<file path="src/rtl/dbg_serial_pkg.sv">
package dbg_serial_pkg;
   // byte offsets of the register window
   localparam logic [7:0] OFF_CTRL  = 8'h00;
   localparam logic [7:0] OFF_MODE  = 8'h04;
   localparam logic [7:0] OFF_MSET  = 8'h08;
   localparam logic [7:0] OFF_MCLR  = 8'h0C;
   localparam logic [7:0] OFF_MASK  = 8'h10;
   localparam logic [7:0] OFF_STAT  = 8'h14;
   localparam logic [7:0] OFF_RDATA = 8'h18;
   localparam logic [7:0] OFF_TDATA = 8'h1C;
   localparam logic [7:0] OFF_DIV   = 8'h20;

   // status bit positions
   localparam int ST_RXRDY  = 0;
   localparam int ST_TXRDY  = 1;
   localparam int ST_OVR    = 5;
   localparam int ST_FRM    = 6;
   localparam int ST_PAR    = 7;
   localparam int ST_TXEMPT = 9;

   // control bit positions
   localparam int CT_RXRST = 2;
   localparam int CT_TXRST = 3;
   localparam int CT_RXON  = 4;
   localparam int CT_RXOFF = 5;
   localparam int CT_TXON  = 6;
   localparam int CT_TXOFF = 7;
   localparam int CT_CLRER = 8;

   localparam int CHAR_BITS  = 8;
   localparam int FRAME_BITS = CHAR_BITS + 2;

   typedef enum logic [1:0] {RX_IDLE, RX_START, RX_DATA, RX_STOP} rx_state_e;
endpackage

</file>
<file path="src/rtl/dbg_serial_baud.sv">
module dbg_serial_baud #(
   parameter int DIV_W = 16
) (
   input  logic             clk,
   input  logic             rst_n,
   input  logic [DIV_W-1:0] div_i,
   output logic             tick_o
);
   logic [DIV_W-1:0] cnt_q;
   logic             hit;

   assign hit    = (div_i != '0) && (cnt_q >= div_i - 1'b1);
   assign tick_o = hit;

   always_ff @(posedge clk or negedge rst_n) begin
      if (!rst_n)                       cnt_q <= '0;
      else if (hit || div_i == '0)      cnt_q <= '0;
      else                              cnt_q <= cnt_q + 1'b1;
   end

   AST_DIV0_NO_TICK: assert property (@(posedge clk) disable iff (!rst_n)
      (div_i == '0) |=> (cnt_q == '0)) else $error("divider 0 left counter running");
endmodule

</file>
<file path="src/rtl/dbg_serial_tx.sv">
module dbg_serial_tx
   import dbg_serial_pkg::*;
#(
   parameter int OVS = 16
) (
   input  logic                 clk,
   input  logic                 rst_n,
   input  logic                 tick_i,
   input  logic                 start_i,
   input  logic                 abort_i,
   input  logic [CHAR_BITS-1:0] data_i,
   output logic                 txd_o,
   output logic                 busy_o,
   output logic                 done_o
);
   localparam int CW = $clog2(OVS);
   localparam logic [CW-1:0] LAST_T = CW'(OVS - 1);
   localparam logic [3:0]    LAST_B = 4'(FRAME_BITS - 1);

   logic [FRAME_BITS-1:0] frame_q;
   logic [3:0]            bit_q;
   logic [CW-1:0]         tcnt_q;
   logic                  busy_q, done_q, txd_q;

   always_ff @(posedge clk or negedge rst_n) begin
      if (!rst_n) begin
         frame_q <= '1; bit_q <= '0; tcnt_q <= '0;
         busy_q  <= 1'b0; done_q <= 1'b0; txd_q <= 1'b1;
      end else begin
         done_q <= 1'b0;
         if (abort_i) begin
            busy_q <= 1'b0;
            txd_q  <= 1'b1;
         end else if (start_i && !busy_q) begin
            frame_q <= {1'b1, data_i, 1'b0};
            busy_q  <= 1'b1;
            bit_q   <= '0;
            tcnt_q  <= '0;
            txd_q   <= 1'b0;
         end else if (busy_q && tick_i) begin
            if (tcnt_q == LAST_T) begin
               tcnt_q <= '0;
               if (bit_q == LAST_B) begin
                  busy_q <= 1'b0;
                  done_q <= 1'b1;
                  txd_q  <= 1'b1;
               end else begin
                  bit_q <= bit_q + 4'd1;
                  txd_q <= frame_q[bit_q + 4'd1];
               end
            end else begin
               tcnt_q <= tcnt_q + 1'b1;
            end
         end
      end
   end

   assign txd_o  = txd_q;
   assign busy_o = busy_q;
   assign done_o = done_q;

   AST_TX_IDLE_HIGH: assert property (@(posedge clk) disable iff (!rst_n)
      !busy_q |-> txd_q) else $error("line low while idle");
endmodule

</file>
<file path="src/rtl/dbg_serial_rx.sv">
module dbg_serial_rx
   import dbg_serial_pkg::*;
#(
   parameter int OVS = 16
) (
   input  logic                 clk,
   input  logic                 rst_n,
   input  logic                 tick_i,
   input  logic                 en_i,
   input  logic                 abort_i,
   input  logic                 rxd_i,
   output logic                 done_o,
   output logic                 frm_err_o,
   output logic [CHAR_BITS-1:0] data_o
);
   localparam int CW = $clog2(OVS);
   localparam logic [CW-1:0] HALF_T = CW'(OVS / 2 - 1);
   localparam logic [CW-1:0] LAST_T = CW'(OVS - 1);

   rx_state_e            st_q;
   logic [CW-1:0]        cnt_q;
   logic [2:0]           bit_q;
   logic [CHAR_BITS-1:0] sh_q;
   logic                 prev_q, done_q, frm_q;

   always_ff @(posedge clk or negedge rst_n) begin
      if (!rst_n) begin
         st_q <= RX_IDLE; cnt_q <= '0; bit_q <= '0; sh_q <= '0;
         prev_q <= 1'b1; done_q <= 1'b0; frm_q <= 1'b0;
      end else begin
         prev_q <= rxd_i;
         done_q <= 1'b0;
         frm_q  <= 1'b0;
         if (abort_i || !en_i) begin
            st_q <= RX_IDLE;
         end else begin
            case (st_q)
               RX_IDLE: if (prev_q && !rxd_i) begin
                  st_q  <= RX_START;
                  cnt_q <= '0;
               end
               RX_START: if (tick_i) begin
                  if (cnt_q == HALF_T) begin
                     cnt_q <= '0;
                     bit_q <= '0;
                     st_q  <= rxd_i ? RX_IDLE : RX_DATA;
                  end else cnt_q <= cnt_q + 1'b1;
               end
               RX_DATA: if (tick_i) begin
                  if (cnt_q == LAST_T) begin
                     cnt_q <= '0;
                     sh_q  <= {rxd_i, sh_q[CHAR_BITS-1:1]};
                     if (bit_q == 3'(CHAR_BITS - 1)) st_q <= RX_STOP;
                     else                             bit_q <= bit_q + 3'd1;
                  end else cnt_q <= cnt_q + 1'b1;
               end
               RX_STOP: if (tick_i) begin
                  if (cnt_q == LAST_T) begin
                     done_q <= 1'b1;
                     frm_q  <= !rxd_i;
                     st_q   <= RX_IDLE;
                  end else cnt_q <= cnt_q + 1'b1;
               end
               default: st_q <= RX_IDLE;
            endcase
         end
      end
   end

   assign done_o    = done_q;
   assign frm_err_o = frm_q;
   assign data_o    = sh_q;

   AST_RX_ERR_WITH_DONE: assert property (@(posedge clk) disable iff (!rst_n)
      frm_q |-> done_q) else $error("framing pulse without a character");
endmodule

</file>
<file path="src/rtl/dbg_serial.sv">
module dbg_serial
   import dbg_serial_pkg::*;
#(
   parameter int ADDR_W      = 8,
   parameter int DIV_W       = 16,
   parameter int OVS         = 16,
   parameter int SYNC_STAGES = 2
) (
   input  logic              clk,
   input  logic              rst_n,
   input  logic              bus_wr,
   input  logic              bus_rd,
   input  logic [ADDR_W-1:0] bus_addr,
   input  logic [31:0]       bus_wdata,
   output logic [31:0]       bus_rdata,
   output logic              irq,
   output logic              txd,
   input  logic              rxd
);
   localparam int PAD_W = 32 - DIV_W;

   generate
      if (ADDR_W < 6 || ADDR_W > 8) begin : g_bad_addr
         $error("ADDR_W must lie between 6 and 8");
      end
      if (OVS < 4 || (OVS % 2) != 0) begin : g_bad_ovs
         $error("OVS must be even and at least 4");
      end
      if (DIV_W < 1 || DIV_W > 31) begin : g_bad_div
         $error("DIV_W must lie between 1 and 31");
      end
      if (SYNC_STAGES < 2) begin : g_bad_sync
         $error("SYNC_STAGES must be at least 2");
      end
   endgenerate

   logic [7:0] a8;
   assign a8 = 8'(bus_addr);

   logic wr_ctrl, wr_mode, wr_mset, wr_mclr, wr_tdata, wr_div, rd_rdata;
   assign wr_ctrl  = bus_wr && a8 == OFF_CTRL;
   assign wr_mode  = bus_wr && a8 == OFF_MODE;
   assign wr_mset  = bus_wr && a8 == OFF_MSET;
   assign wr_mclr  = bus_wr && a8 == OFF_MCLR;
   assign wr_tdata = bus_wr && a8 == OFF_TDATA;
   assign wr_div   = bus_wr && a8 == OFF_DIV;
   assign rd_rdata = bus_rd && a8 == OFF_RDATA;

   logic [31:0]          mode_q, mask_q;
   logic [DIV_W-1:0]     div_q;
   logic [CHAR_BITS-1:0] rdata_q;
   logic                 rxrdy_q, txrdy_q, txempt_q, ovr_q, frm_q, rxen_q;
   logic [31:0]          stat;

   // input synchronizer, idle high out of reset
   logic [SYNC_STAGES-1:0] sync_q;
   always_ff @(posedge clk or negedge rst_n) begin
      if (!rst_n) sync_q <= '1;
      else        sync_q <= {sync_q[SYNC_STAGES-2:0], rxd};
   end

   logic tick, tx_busy, tx_done, tx_start, rx_done, rx_frm;
   logic [CHAR_BITS-1:0] rx_byte;
   assign tx_start = wr_tdata && !tx_busy;

   dbg_serial_baud #(.DIV_W(DIV_W)) u_baud (
      .clk(clk), .rst_n(rst_n), .div_i(div_q), .tick_o(tick));

   dbg_serial_tx #(.OVS(OVS)) u_tx (
      .clk(clk), .rst_n(rst_n), .tick_i(tick), .start_i(tx_start),
      .abort_i(wr_ctrl && bus_wdata[CT_TXRST]), .data_i(bus_wdata[CHAR_BITS-1:0]),
      .txd_o(txd), .busy_o(tx_busy), .done_o(tx_done));

   dbg_serial_rx #(.OVS(OVS)) u_rx (
      .clk(clk), .rst_n(rst_n), .tick_i(tick), .en_i(rxen_q),
      .abort_i(wr_ctrl && bus_wdata[CT_RXRST]), .rxd_i(sync_q[SYNC_STAGES-1]),
      .done_o(rx_done), .frm_err_o(rx_frm), .data_o(rx_byte));

   always_ff @(posedge clk or negedge rst_n) begin
      if (!rst_n) begin
         mode_q <= '0; mask_q <= '0; div_q <= '0; rdata_q <= '0;
         rxrdy_q <= 1'b0; txrdy_q <= 1'b1; txempt_q <= 1'b1;
         ovr_q <= 1'b0; frm_q <= 1'b0; rxen_q <= 1'b0;
      end else begin
         if (wr_mode) mode_q <= bus_wdata;
         if (wr_div)  div_q  <= bus_wdata[DIV_W-1:0];
         if (wr_mset) mask_q <= mask_q | bus_wdata;
         if (wr_mclr) mask_q <= mask_q & ~bus_wdata;
         if (tx_done) begin
            txrdy_q  <= 1'b1;
            txempt_q <= 1'b1;
         end
         if (rx_done) begin
            rdata_q <= rx_byte;
            rxrdy_q <= 1'b1;
            if (rxrdy_q) ovr_q <= 1'b1;
            if (rx_frm)  frm_q <= 1'b1;
         end else if (rd_rdata) begin
            rxrdy_q <= 1'b0;
         end
         if (tx_start) begin
            txrdy_q  <= 1'b0;
            txempt_q <= 1'b0;
         end
         if (wr_ctrl) begin
            if (bus_wdata[CT_RXON])  rxen_q <= 1'b1;
            if (bus_wdata[CT_RXOFF]) rxen_q <= 1'b0;
            if (bus_wdata[CT_RXRST]) rxrdy_q <= 1'b0;
            if (bus_wdata[CT_TXON]) begin
               txrdy_q <= 1'b1; txempt_q <= 1'b1;
            end
            if (bus_wdata[CT_TXOFF] || bus_wdata[CT_TXRST]) begin
               txrdy_q <= 1'b0; txempt_q <= 1'b0;
            end
            if (bus_wdata[CT_CLRER]) begin
               ovr_q <= 1'b0; frm_q <= 1'b0;
            end
         end
      end
   end

   always_comb begin
      stat            = '0;
      stat[ST_RXRDY]  = rxrdy_q;
      stat[ST_TXRDY]  = txrdy_q;
      stat[ST_OVR]    = ovr_q;
      stat[ST_FRM]    = frm_q;
      stat[ST_PAR]    = 1'b0;
      stat[ST_TXEMPT] = txempt_q;
   end

   always_comb begin
      case (a8)
         OFF_MODE:  bus_rdata = mode_q;
         OFF_MASK:  bus_rdata = mask_q;
         OFF_STAT:  bus_rdata = stat;
         OFF_RDATA: bus_rdata = {{(32-CHAR_BITS){1'b0}}, rdata_q};
         OFF_DIV:   bus_rdata = {{PAD_W{1'b0}}, div_q};
         default:   bus_rdata = '0;
      endcase
   end

   assign irq = |(mask_q & stat);

   AST_SEND_CLEARS_FLAGS: assert property (@(posedge clk) disable iff (!rst_n)
      tx_start |=> (!txrdy_q && !txempt_q)) else $error("send left flags set");
   AST_READ_CLEARS_RXRDY: assert property (@(posedge clk) disable iff (!rst_n)
      (rd_rdata && !rx_done) |=> !rxrdy_q) else $error("read left rxrdy set");
   AST_MCLR_CLEARS: assert property (@(posedge clk) disable iff (!rst_n)
      wr_mclr |=> ((mask_q & $past(bus_wdata)) == '0)) else $error("mask bits survived");
   AST_CLRER_CLEARS: assert property (@(posedge clk) disable iff (!rst_n)
      (wr_ctrl && bus_wdata[CT_CLRER]) |=> (!ovr_q && !frm_q)) else $error("error flags survived");
   AST_OVR_ON_FULL: assert property (@(posedge clk) disable iff (!rst_n)
      (rx_done && rxrdy_q && !(wr_ctrl && bus_wdata[CT_CLRER])) |=> ovr_q) else $error("overrun missed");
endmodule

</file>
<file path="config.mk">
export PLATFORM = sky130hd
export DESIGN_NAME = dbg_serial
export DESIGN_NICKNAME = d
export VERILOG_FILES = /design/src/rtl/dbg_serial_pkg.sv /design/src/rtl/dbg_serial_baud.sv /design/src/rtl/dbg_serial_tx.sv /design/src/rtl/dbg_serial_rx.sv /design/src/rtl/dbg_serial.sv
export SDC_FILE = /design/constraint.sdc
export NUM_CORES = 1
export LEC_CHECK = 0
export CORE_MARGIN = 10
export CORE_UTILIZATION = 36
export CTS_BUF_LIST = sky130_fd_sc_hd__clkbuf_2 sky130_fd_sc_hd__clkbuf_4 sky130_fd_sc_hd__clkbuf_8
export DETAILED_ROUTE_END_ITERATION = 6
export PLACE_DENSITY = 0.62
export SYNTH_ARGS = -nofsm -noshare
export SYNTH_HDL_FRONTEND = slang
export SYNTH_SLANG_ARGS = --single-unit
</file>
<file path="constraint.sdc">
create_clock -name clk -period 4.01 [get_ports clk]
set_input_delay 1.203 -clock clk [delete_from_list [all_inputs] [get_ports clk]]
set_output_delay 1.203 -clock clk [all_outputs]
set_load 0.03 [all_outputs]
</file>
==> metrics.yaml <==
clkLatencyLatePin_ns: 0.47
p_leak_nw: 4.57
ys_ff_latch: 152
combPwrFrac_pct: 13.2
fin_crit_sh_pct: 105
synth-edff-count: 0
cts_root_buf: "clkbuf_8"
htreeDepth: 4
drv_slew: 0
grt_max_degree: 66
slew_headroom_pct: 43.8
row_count: 53
synth_nets: 780
cp.required_ns: 2.81
p_seq_share_pct: 50.2
yosysWarningCount: 0
clock_path_buffers: 2
top_layer: "met4"
rsz0062_at_grt: "true"
fin_area_um2: 9780
diodes: 0
arrival_ns: 2.99
num_vias: 5907
final_hold_viol_count: 0
yosysTopAreaCell: "dfrtp_1"
drv_cap: 0
die_area_um2: 27300
synthFlopType: "dfrtp_1"
clkSinkCount: 152
power.total_mw: 3.30
hold_ws_ns: 0.359
initialDrtViolationCount: 395
regArea_um2: 3820
max_freq_ghz: 0.239
setup_viol: 24
ant_nets: 0
path_clk_slew_ns: 0.09
drive_gt1_share_pct: 29.0
port_buffers: 78
first_pass_iters: 5
final.fill_count: 1955
worst_pin_slew_ns: 0.821
grt_overflow: 0
irDropWorstVdd_v: 0.000234
skew_ns: 0.0118
routabilityCongestion: 0.802
synthesis.area_um2: 7580
synth_top_cells_by_count: "dfrtp_1 (137), nand2_1 (123), mux2_2 (57), o21ai_0 (46), nor2_1 (38)"
path_max_fanout: 3
synth.top_cells.by_area: "dfrtp_1 (45%), mux2_2 (8.5%), nand2_1 (6.1%)"
net-switching-power_mw: 0.889
powerDensity_nw_per_um2: 337
initial_utilization_pct: 36.3
ios: 79
clkPwrFrac_pct: 36.7
cp-end-kind: "output port"
startpoint_type: "input pin"
min_path_type: "reg2reg"
wl_met1_mm: 9.53
violations: "negative setup slack"
placed_cell_area_um2: 9040
antenna_found_initial: 0
met2WireLength_mm: 9.17
netlist_instances: 710
ys_types: 59
synthToLayoutAreaGrowth_pct: 28.9
die_w_um: 165
switching_share_pct: 27.0
timing.final.ws_setup_ns: -0.183
crit_type: "in2out"
tritoncts: "done"
numCtsBuffers: 17
multi_input_area_um2: 3690
period_needed_ns: 4.19
reg2reg_depth: 17
first_global_vias: 5757
async_flop_share_pct: 100
drcViolationCount: 0
coreArea_um2: 20900
grt_pass1_wl_mm: 31.6
syn_avg_cell_area_um2: 10.7
nNetsFinal: 905
hpwl_mm: 14.0
grt_usage_pct: 14.6
wirelength_mm: 19.9
wl_per_cell_um: 17.7
synth_top_area_share_pct: 45.2
yosysSeqAreaShare_pct: 50.4
hold_depth: 0
yosys.cell_count.top_type: "dfrtp_1"
status: "finished with violations"
wl_met3_um: 984
viasPerCell: 5.26
intPower_mw: 2.41
die_height_um: 165
## path summary, 6_finish.rpt
kind	start	end	slack, ns
worst min-delay path	sync_q[0]$_DFF_PN1_	sync_q[1]$_DFF_PN1_	0.36
worst min register to register	sync_q[0]$_DFF_PN1_	sync_q[1]$_DFF_PN1_	0.36
min in group asynchronous	rst_n	mode_q[19]$_DFFE_PN0P_	0.72
max in group asynchronous	rst_n	u_tx.txd_o$_DFFE_PN1P_	2.44
worst max register to register	div_q[4]$_DFFE_PN0P_	u_rx.data_o[4]$_DFFE_PN0P_	0.20
worst max-delay path	bus_addr[6]	bus_rdata[7]	-0.18
## routing by layer
metal	track usage (%)	vias to the layer above
li1	-	2818
met1	20.7	2954
met2	21.9	116
met3	3.52	19
met4	3.90	0
met5	0	-
## worst max-delay path, cell delays in order
cell     delay (ns)
buf_6          0.09
or4b_4         0.54
or4b_4         0.52
nor2_4         0.19
buf_6          0.14
a221o_2        0.17
buf_12         0.12
## logic make-up (layout without fill, tap and decap cells)
logic type                 Yosys count  count (layout)  share of synthesized area (%)
and+or+nand+nor                    242             242                           14.9
DFF                                152             152                           50.4
AOI/OAI and AO/OA                  139             139                           12.9
muxes                               72              72                           11.3
buffers and inverters               49             186                           2.82
xor gates and xnor gates            31              31                           3.58
adders and majority gates           25              25                           4.12
## per-stage QoR
step	instances	setup WS, ns	util (%)	TNS [ns]
after floorplan	710	0.0261	-	0
after global placement	1081	-0.621	43.3	-12.87
after detailed placement	1081	-0.629	43.3	-13.46
after CTS	1118	-0.239	46.0	-2.32
after global routing	1122	-0.223	46.8	-3.52
final	1122	-0.183	46.8	-2.32
## cell usage in the layout, fill, tap and decap left out, types with 6 or more instances in the layout
master / synthesis / routed
dfrtp_1: 137 / 137
nand2_1: 123 / 117
ha_1: 25 / 25
nand3_1: 17 / 17
and3_1: 13 / 12
nor2_1: 38 / 37
dfstp_2: 15 / 15
nor3_1: 13 / 11
o21ai_0: 46 / 45
xor2_1: 15 / 15
mux2_4: 8 / 8
buf_4: 2 / 51
clkdlybuf4s50_1: 0 / 38
nand2_2: 0 / 6
buf_12: 0 / 13
clkbuf_8: 0 / 20
xnor2_1: 16 / 16
a21oi_1: 19 / 19
inv_1: 16 / 16
buf_6: 2 / 29
a22o_1: 22 / 21
a222oi_1: 12 / 12
mux2_2: 57 / 57
## power groups by stage
stage	Sequential (mW)	Combinational, mW	Clock, mW
finish	1.65	0.434	1.21
global route	1.66	0.485	1.32
CTS	1.65	0.415	1.23
detailed placement	1.68	0.410	0
global placement	1.68	0.405	0
floorplan	1.66	0.222	0
## timing repair
action | CTS | global route
hold buffers | 0 | 0
endpoints found under the setup margin | 32 | 60
gates cloned | 2 | 0
gates resized for setup | 42 | 30
pin swaps | 14 | 18
buffers inserted | 4 | 4
hold endpoints to repair | 0 | 0
## area by class of cell
type | instances | area share (%)
clock buffers | 21 | 2.89
clock inverters | 10 | 1.23
inverters | 16 | 0.614
multi-input cells | 509 | 37.8
flip-flops and latches | 152 | 39.1
well taps | 275 | 3.52
repair buffers | 139 | 14.9
No activity file was read; power rests on OpenSTA's default activity.
